[config.mk]
export PLATFORM = sky130hd
export DESIGN_NAME = dma_gcsr_regs
export DESIGN_NICKNAME = d
export VERILOG_FILES = /design/src/rtl/gcsr_pkg.sv /design/src/rtl/gcsr_decode.sv /design/src/rtl/gcsr_field.sv /design/src/rtl/gcsr_ctrl.sv /design/src/rtl/gcsr_status.sv /design/src/rtl/dma_gcsr_regs.sv
export SDC_FILE = /design/constraint.sdc
export NUM_CORES = 1
export LEC_CHECK = 0
export BUFFER_PORTS_ARGS = -buffer_cell sky130_fd_sc_hd__buf_2
export CAP_MARGIN = 5
export CORE_MARGIN = 2
export CORE_UTILIZATION = 55
export CTS_CLUSTER_SIZE = 16
export DETAILED_ROUTE_END_ITERATION = 10
export PLACE_DENSITY = 0.84
export SLEW_MARGIN = 20
export SYNTH_ARGS = -nofsm -noshare
export SYNTH_HDL_FRONTEND = slang
export SYNTH_SLANG_ARGS = --single-unit
[constraint.sdc]
create_clock -name clk -period 3.42 [get_ports clk]
set_input_delay 0.513 -clock clk [delete_from_list [all_inputs] [get_ports clk]]
set_output_delay 0.513 -clock clk [all_outputs]
set_load 0.02 [all_outputs]
[src/rtl/gcsr_pkg.sv]
// Package: shared constants of the DMA global register file.
// Assumes a 32-bit data path and byte addresses aligned to words.
package gcsr_pkg;
    localparam int REG_W    = 32;
    localparam int TMO_W    = 20;
    localparam int NSEL     = 8;
    // Select-vector indices
    localparam int S_CTRL   = 0;
    localparam int S_STAT   = 1;
    localparam int S_PACE   = 2;
    localparam int S_VER    = 3;
    localparam int S_WDOG   = 4;
    localparam int S_SCR    = 5;
    localparam int S_PARAM  = 6;
    localparam int S_IRQSUM = 7;
    // Version fields
    localparam logic [7:0] VER_MAJOR  = 8'd1;
    localparam logic [7:0] VER_UPDATE = 8'd1;
    localparam logic [7:0] VER_PATCH  = 8'd3;

    // Byte offset of each select index
    function automatic logic [11:0] reg_offset(input int idx);
        case (idx)
            S_CTRL:   reg_offset = 12'h100;
            S_STAT:   reg_offset = 12'h104;
            S_PACE:   reg_offset = 12'h108;
            S_VER:    reg_offset = 12'h10C;
            S_WDOG:   reg_offset = 12'h114;
            S_SCR:    reg_offset = 12'h118;
            S_PARAM:  reg_offset = 12'h11C;
            default:  reg_offset = 12'h120;
        endcase
    endfunction
endpackage

[src/rtl/gcsr_decode.sv]
// Module: address decoder; raises one select line per implemented word.
// Assumes exact match on the full byte address, so any unaligned or
// unmapped address selects nothing.
module gcsr_decode
    import gcsr_pkg::*;
#(
    parameter int ADDR_W = 20
) (
    input  logic [ADDR_W-1:0] addr,
    output logic [NSEL-1:0]   sel
);
    // One comparator per implemented offset
    for (genvar i = 0; i < NSEL; i++) begin : g_cmp
        assign sel[i] = (addr == ADDR_W'(reg_offset(i)));
    end
endmodule

[src/rtl/gcsr_field.sv]
// Module: plain read/write field of parameter width.
// Assumes a one-cycle write strobe; resets synchronously to RST_VAL.
module gcsr_field #(
    parameter int          W       = 32,
    parameter logic [W-1:0] RST_VAL = '0
) (
    input  logic         clk,
    input  logic         rst_n,
    input  logic         we,
    input  logic [W-1:0] wd,
    output logic [W-1:0] q
);
    // Store write data when strobed
    always_ff @(posedge clk) begin
        if (!rst_n)  q <= RST_VAL;
        else if (we) q <= wd;
    end
endmodule

[src/rtl/gcsr_ctrl.sv]
// Module: control word; bit 0 write-1-to-set with hardware clear,
// bit 1 write-1-to-set cleared only by reset, bit 2 read/write.
// Assumes pf_reset_done is a pulse from the prefetcher.
module gcsr_ctrl (
    input  logic       clk,
    input  logic       rst_n,
    input  logic       we,
    input  logic [2:0] wd,
    input  logic       pf_reset_done,
    output logic       rst_req,
    output logic       run,
    output logic       wdt_en
);
    logic set_rst;
    assign set_rst = we && wd[0];

    // Reset request: software set wins over hardware completion
    always_ff @(posedge clk) begin
        if (!rst_n)             rst_req <= 1'b0;
        else if (set_rst)       rst_req <= 1'b1;
        else if (pf_reset_done) rst_req <= 1'b0;
    end

    // Run enable: sticky until hard reset
    always_ff @(posedge clk) begin
        if (!rst_n)             run <= 1'b0;
        else if (we && wd[1])   run <= 1'b1;
    end

    // Watchdog enable: plain read/write
    always_ff @(posedge clk) begin
        if (!rst_n)  wdt_en <= 1'b0;
        else if (we) wdt_en <= wd[2];
    end

    AST_RST_HOLD: assert property (@(posedge clk) disable iff (!rst_n)
        (rst_req && !pf_reset_done) |=> rst_req);
    AST_RST_SELFCLR: assert property (@(posedge clk) disable iff (!rst_n)
        (rst_req && pf_reset_done && !set_rst) |=> !rst_req);
    AST_RUN_STICKY: assert property (@(posedge clk) disable iff (!rst_n)
        run |=> run);
endmodule

[src/rtl/gcsr_status.sv]
// Module: status word; sticky watchdog error with write-1-to-clear
// (hardware set wins) and live OR of the per-port interrupts.
// Assumes wdt_expired is a pulse and port_irq are level signals.
module gcsr_status #(
    parameter int NP = 4
) (
    input  logic          clk,
    input  logic          rst_n,
    input  logic          clr,
    input  logic          wdt_expired,
    input  logic [NP-1:0] port_irq,
    output logic          wdt_err,
    output logic          irq_any
);
    // Live interrupt summary
    assign irq_any = |port_irq;

    // Sticky error flag, set has priority over clear
    always_ff @(posedge clk) begin
        if (!rst_n)           wdt_err <= 1'b0;
        else if (wdt_expired) wdt_err <= 1'b1;
        else if (clr)         wdt_err <= 1'b0;
    end

    AST_WDT_SET: assert property (@(posedge clk) disable iff (!rst_n)
        wdt_expired |=> wdt_err);
    AST_WDT_CLR: assert property (@(posedge clk) disable iff (!rst_n)
        (clr && !wdt_expired) |=> !wdt_err);
    AST_WDT_KEEP: assert property (@(posedge clk) disable iff (!rst_n)
        (wdt_err && !clr) |=> wdt_err);
endmodule

[src/rtl/dma_gcsr_regs.sv]
// Module: top of the DMA global register file. Decodes the register bus,
// holds the writable fields and returns registered read data.
// Assumes one-cycle rd_en/wr_en strobes and at most 16 ports in total.
module dma_gcsr_regs
    import gcsr_pkg::*;
#(
    parameter int ADDR_W       = 20,
    parameter bit UNALIGNED_EN = 1'b0,
    parameter int N_D2H_ST     = 2,
    parameter int N_H2D_ST     = 1,
    parameter int N_H2D_MM     = 1,
    parameter bit ADDR64_EN    = 1'b1,
    parameter int FUNC_MODE    = 1,
    parameter int DMA_MODE     = 2,
    localparam int NUM_PORTS   = N_D2H_ST + N_H2D_ST + N_H2D_MM
) (
    input  logic                 clk,
    input  logic                 rst_n,
    input  logic                 wr_en,
    input  logic                 rd_en,
    input  logic [ADDR_W-1:0]    addr,
    input  logic [REG_W-1:0]     wdata,
    output logic [REG_W-1:0]     rdata,
    input  logic                 pf_reset_done,
    input  logic                 wdt_expired,
    input  logic [NUM_PORTS-1:0] port_irq,
    output logic                 pf_reset_req,
    output logic                 pf_run,
    output logic                 wdt_enable,
    output logic [TMO_W-1:0]     wb_delay,
    output logic [TMO_W-1:0]     wdt_limit
);
    localparam logic [REG_W-1:0] VER_WORD =
        {8'd0, VER_MAJOR, VER_UPDATE, VER_PATCH};
    localparam logic [REG_W-1:0] PARAM_WORD =
        {UNALIGNED_EN, 5'(N_D2H_ST), 5'(N_H2D_ST), 5'(N_H2D_MM),
         9'd0, ADDR64_EN, 2'(FUNC_MODE), 2'd0, 2'(DMA_MODE)};

    logic [NSEL-1:0]  sel;
    logic [NSEL-1:0]  wsel;
    logic             wdt_err;
    logic             irq_any;
    logic [REG_W-1:0] scratch;
    logic [REG_W-1:0] rd_mux;
    logic [15:0]      irq_img;

    gcsr_decode #(.ADDR_W(ADDR_W)) u_dec (.addr(addr), .sel(sel));

    // Write selects qualified by the strobe
    assign wsel = sel & {NSEL{wr_en}};

    gcsr_ctrl u_ctrl (
        .clk(clk), .rst_n(rst_n), .we(wsel[S_CTRL]), .wd(wdata[2:0]),
        .pf_reset_done(pf_reset_done), .rst_req(pf_reset_req),
        .run(pf_run), .wdt_en(wdt_enable)
    );

    gcsr_status #(.NP(NUM_PORTS)) u_stat (
        .clk(clk), .rst_n(rst_n), .clr(wsel[S_STAT] && wdata[30]),
        .wdt_expired(wdt_expired), .port_irq(port_irq),
        .wdt_err(wdt_err), .irq_any(irq_any)
    );

    gcsr_field #(.W(TMO_W)) u_pace (
        .clk(clk), .rst_n(rst_n), .we(wsel[S_PACE]),
        .wd(wdata[TMO_W-1:0]), .q(wb_delay)
    );

    gcsr_field #(.W(TMO_W)) u_wdog (
        .clk(clk), .rst_n(rst_n), .we(wsel[S_WDOG]),
        .wd(wdata[TMO_W-1:0]), .q(wdt_limit)
    );

    gcsr_field #(.W(REG_W)) u_scr (
        .clk(clk), .rst_n(rst_n), .we(wsel[S_SCR]),
        .wd(wdata), .q(scratch)
    );

    // Per-port interrupt image, zero-extended to 16 bits
    assign irq_img = 16'(port_irq);

    // Read multiplexer over the selected word
    always_comb begin
        rd_mux = '0;
        if (sel[S_CTRL])   rd_mux = {29'd0, wdt_enable, pf_run, pf_reset_req};
        if (sel[S_STAT])   rd_mux = {irq_any, wdt_err, 30'd0};
        if (sel[S_PACE])   rd_mux = {{(REG_W-TMO_W){1'b0}}, wb_delay};
        if (sel[S_VER])    rd_mux = VER_WORD;
        if (sel[S_WDOG])   rd_mux = {{(REG_W-TMO_W){1'b0}}, wdt_limit};
        if (sel[S_SCR])    rd_mux = scratch;
        if (sel[S_PARAM])  rd_mux = PARAM_WORD;
        if (sel[S_IRQSUM]) rd_mux = {16'd0, irq_img};
    end

    // Registered read data, held between reads
    always_ff @(posedge clk) begin
        if (!rst_n)     rdata <= '0;
        else if (rd_en) rdata <= rd_mux;
    end

    AST_SEL_ONEHOT: assert property (@(posedge clk) disable iff (!rst_n)
        $onehot0(sel));
    AST_IRQ_READ: assert property (@(posedge clk) disable iff (!rst_n)
        (rd_en && sel[S_STAT] && (port_irq != '0)) |=> rdata[31]);
    AST_UNMAPPED_ZERO: assert property (@(posedge clk) disable iff (!rst_n)
        (rd_en && (sel == '0)) |=> (rdata == '0));
    AST_RDATA_HOLD: assert property (@(posedge clk) disable iff (!rst_n)
        !rd_en |=> $stable(rdata));
endmodule

# --- After elaboration in Yosys (flattened, before gate mapping) ---
# Cells that the tools add are included.
totals:
  ff_bits: 108
  in_bits: 62
  out_inout_bits: 75
  elab_cells: 35
op_classes:
  n_mux: 12
  bitwise: 1
  eq_ne: 8
  n_reduce_logical: 6
ops:
  columns: ["op", "count"]
  rows:
  - ["32-bit two-way mux", 7]
  - ["20-bit by 9-bit == test with 1-bit output (second input constant)", 8]
  - ["6-bit bitwise AND", 1]
  - ["1-bit two-way mux", 4]
  - ["2-bit nonzero test", 2]
  - ["4-bit OR reduction", 1]
  - ["1-bit logical AND", 3]
  - ["3-bit two-way mux", 1]

# --- Logic depth before layout (Yosys ltp) ---
depth:
  depth_word: 9
  depth_mapped: 7

# --- Modules after synthesis ---
# A second synthesis with hierarchy kept.
unflattened:
  cells_unflattened: 485
  area_unflattened_um2: 4834.6
modules_own_cells:
  columns: ["mod", "cells_each", "area_per_inst_um2", "instances", "seq_area_each_um2"]
  rows:
  - ["dma_gcsr_regs", 218, 1790.5, 1, 640.6]
  - ["gcsr_field (u_pace ...)", 64, 755.7, 2, 400.4]
  - ["gcsr_field (u_scr)", 103, 1243.7, 1, 640.6]
  - ["gcsr_decode", 22, 142.6, 1, 0.0]
  - ["gcsr_ctrl", 10, 105.1, 1, 60.1]
  - ["gcsr_status", 4, 41.3, 1, 20.0]

# --- Worst setup path before layout ---
# OpenSTA, ideal clock, no wires.
synth_path:
  path_kind: "input -> register"
  start: "input addr[3]"
  end: "register rdata[31]"
  required_ns: 3.303
  stages: 5
  n_path_buf: 1
  slack_ns: 1.597
  t_arrival_ns: 1.706
  setup_ns: 0.117
  path_cell_list: "buf_4 -> nor4b_4 -> nor2_2 -> o311a_1 -> a22o_1"
synth_between:
  elab_chain_cells: 8
synth_lines:
  columns: ["item", "line", "source"]
  rows:
  - ["start, declared", "dma_gcsr_regs.sv:21", "input logic [ADDR_W-1:0] addr,"]
  - ["20-bit by 9-bit == test with 1-bit output", "gcsr_decode.sv:14", "assign sel[i] = (addr == ADDR_W'(reg_offset(i)));"]
  - ["32-bit two-way mux", "dma_gcsr_regs.sv:86", "if (sel[S_STAT]) rd_mux = {irq_any, wdt_err, 30'd0};"]
  - ["32-bit two-way mux", "dma_gcsr_regs.sv:87", "if (sel[S_PACE]) rd_mux = {{(REG_W-TMO_W){1'b0}}, wb_delay};"]
  - ["32-bit two-way mux", "dma_gcsr_regs.sv:88", "if (sel[S_VER]) rd_mux = VER_WORD;"]
  - ["32-bit two-way mux", "dma_gcsr_regs.sv:89", "if (sel[S_WDOG]) rd_mux = {{(REG_W-TMO_W){1'b0}}, wdt_limit};"]
  - ["32-bit two-way mux", "dma_gcsr_regs.sv:90", "if (sel[S_SCR]) rd_mux = scratch;"]
  - ["32-bit two-way mux", "dma_gcsr_regs.sv:91", "if (sel[S_PARAM]) rd_mux = PARAM_WORD;"]
  - ["32-bit two-way mux (*)", "dma_gcsr_regs.sv:92", "if (sel[S_IRQSUM]) rd_mux = {16'd0, irq_img};"]
  - ["end signal, assigned", "dma_gcsr_regs.sv:98", "else if (rd_en) rdata <= rd_mux;"]
  - ["end, declared", "dma_gcsr_regs.sv:23", "output logic [REG_W-1:0] rdata,"]
# Every way passes the cells marked *; elsewhere a longest branch is shown, timed or not.
# A chain may end at the register's enable or synchronous reset.

==> reports/metrics.cfg <==
[run_status]
outcome=finished, final reports clean

[critical_path]
endpoint_kind=flop
start_kind=input port
max_stage_delay_ns=0.93
crit_buf_inv=1
path_max_fanout=47
arrival_ns=2.38
crit_chain=buf_4 -> nand2_1 -> a21oi_1 -> a22o_1
worst-setup-path-type=input port to flop
cp_slowest_cell=a21oi_1
path_delay_family=compound AO/OA/AOI/OAI gates
crit_required_ns=3.73

[die]
fp.coreArea_mm2=0.00830
die-area_mm2=0.00940
core.rowCount=33
fp.dieW_um=96.9
start_util_pct=57.2
io_pins=137
dieHeight_um=96.9

[place]
place.gp.congestion=0.892
hpwl_um=8960
placed_cells=713
io_buffers=136
placed_cell_area_mm2=0.00542

[clock_tree]
ctsResizeCount=0
htreeDepth=3
clk_latency_ns=0.37
cts.sinks=108
cts_buffer_depth=2
numCtsBuffers=9
ctsHoldBuffers=0
postCtsSetupBuffers=0
cts_tree=done
root_buffer=clkbuf_8
path_clk_slew_ns=0.10

[power_and_ir_drop]
seqPwrFrac_pct=55.1
intPower_mw=1.73
power_frac_comb_pct=6.7
switching_share_pct=24.2
p_per_area_mw_per_mm2=405
ir_worst_vdd_mv=0.300
p_switching_mw=0.552
cellLeakagePower_nw=2.85
clockPowerShare_pct=38.2

[layout]
design_area_mm2=0.00565
diodes=0
drive_gt1_share_pct=27.7
stdcell_count=729
nNetsFinal=681
syn_to_final_growth_pct=18.9

[global_route]
grt_pass1_wl_um=20200
antenna_found_initial=0
grt_usage_pct=26.2
grt_pass1_vias=4086
grt_max_degree=65
grt-ovfl-total=0

[drt]
drt_iter0_markers=280
antenna_left=0
remaining_drc_errors=0
vias=4256
wire_per_inst_um=17.3
routed_wl_um=12600
dr.pass1.iters=6
viasPerCell=5.84

[synthesis]
netlist_top_cells_area=dfxtp_1 46%, mux2i_1 15%, nand2_1 9.9%
synth_cell_types=51
synth_seq_area_share_pct=45.5
syn_area_per_cell_um2=9.41
synth_cells=505
ys.flop_type=dfxtp_1
syn_area_mm2=0.00475
ys_ff_latch=108
synth_most_common_cell=nand2_1
async_reset_ff_share_pct=0
syn_nets=567
synthTopCellsByCount=125 x nand2_1, 108 x dfxtp_1, 72 x mux2i_1
ys_warn_count=0
synth_top_area_share_pct=45.5
synth_top_cell_by_area=dfxtp_1
synth_edf_count=0

[run]
cap_violations=0

[sta]
maxSlewHeadroom_pct=25.6
fin_tns_setup_ns=0
finalSetupViolations=0
hold_viol=0
slew_violations=0
period_share_pct=60.5
worst_pin_slew_ns=1.12
finalCriticalPeriod_ns=2.07
fin_skew_ns=0.00748
max_freq_mhz=483
rsz0062_at_grt=no

[hold_path]
hold_path.class=input port to flop

metal layers:
layer,up-vias,GRT usage [%],wire (um)
li1,2011,-,-
met5,-,0,0
met3,18,6.72,1060
met2,214,42.6,6190
met1,2013,34.5,5220
met4,0,7.80,150
worst paths after layout:
check	depth (start not counted)	slack (ns)	end	from
worst max-delay path	4	1.35	rdata[7]$_SDFFE_PN0P_	rst_n
worst min-delay path	3	0.37	u_scr.q[23]$_SDFFE_PN0P_	wdata[23]
worst max register to register	4	2.19	rdata[0]$_SDFFE_PN0P_	u_pace.q[0]$_SDFFE_PN0P_
worst min register to register	2	0.46	u_scr.q[23]$_SDFFE_PN0P_	u_scr.q[23]$_SDFFE_PN0P_
worst reg2reg max path: cells and delay by family (launching register included):
| kind | cells | cell delay, ns |
|---|---|---|
| AOI/OAI and AO/OA | 3 | 0.63 |
| DFF | 1 | 0.35 |
| and+or+nand+nor | 1 | 0.14 |
flip-flops by register name, summed over array words and instances (netlist names):
name and cells:
u_ctrl.rst_req 1, u_pace.q 20, u_stat.wdt_err 1, u_ctrl.wdt_en 1
u_wdog.q 20, u_ctrl.run 1, u_scr.q 32, rdata 32
power by group through the flow:
stage	registers (mW)	clock network (mW)	logic [mW]
detailed placement	1.29	0	0.152
floorplan	1.29	0	0.0876
CTS	1.26	0.876	0.152
finish	1.26	0.872	0.154
global placement	1.29	0	0.148
global route	1.26	0.935	0.167
cell usage in the layout, fill, tap and decap left out, drive strengths merged, types with 2 or more instances in the layout:
cell / count
and2: 2
a22oi: 15
nand2: 125
a31oi: 5
clkbuf: 10
inv: 10
nor4: 4
nor4b: 5
nor3: 3
nor2: 11
buf: 144
o21ai: 9
a21oi: 18
or3: 2
nand3: 7
dfxtp: 108
nand2b: 4
o41ai: 2
a221oi: 2
a22o: 23
o22ai: 2
o21bai: 3
nand4: 4
bufinv: 2
and3b: 4
o31ai: 3
and4bb: 2
a32o: 2
a211o: 2
and3: 3
mux2i: 72
cell families (layout without fill, tap and decap cells):
family          after synthesis  count (layout)  synth area share (%)
mux                          73              73                  15.4
compound gates               92              92                  14.0
buf+inv                      49             168                  4.95
simple gates                182             182                  20.0
xor+xnor                      1               1                 0.184
flops                       108             108                  45.5
cell type report:
type                    instances  area, um^2
well taps                     105         131
multi-input cells             348        2360
clock inverters                 6        96.3
inverters                       8        30.0
flip-flops and latches        108        2160
repair buffers                144         743
clock buffers                  10         128
fillers                       673        2650
per-stage QoR:
step / hold slack (ns) / utilization, % / worst slack [ns] / total power [mW]
after detailed placement: 0.451 / 65.3 / 0.992 / 1.44
after floorplan: 0.438 / - / 1.60 / 1.38
after global routing: 0.347 / 68.0 / 1.21 / 2.36
final: 0.372 / 68.0 / 1.35 / 2.29
after CTS: 0.366 / 68.0 / 1.38 / 2.29
after global placement: 0.445 / 65.3 / 1.07 / 1.44
No activity file was read; power rests on OpenSTA's default activity.
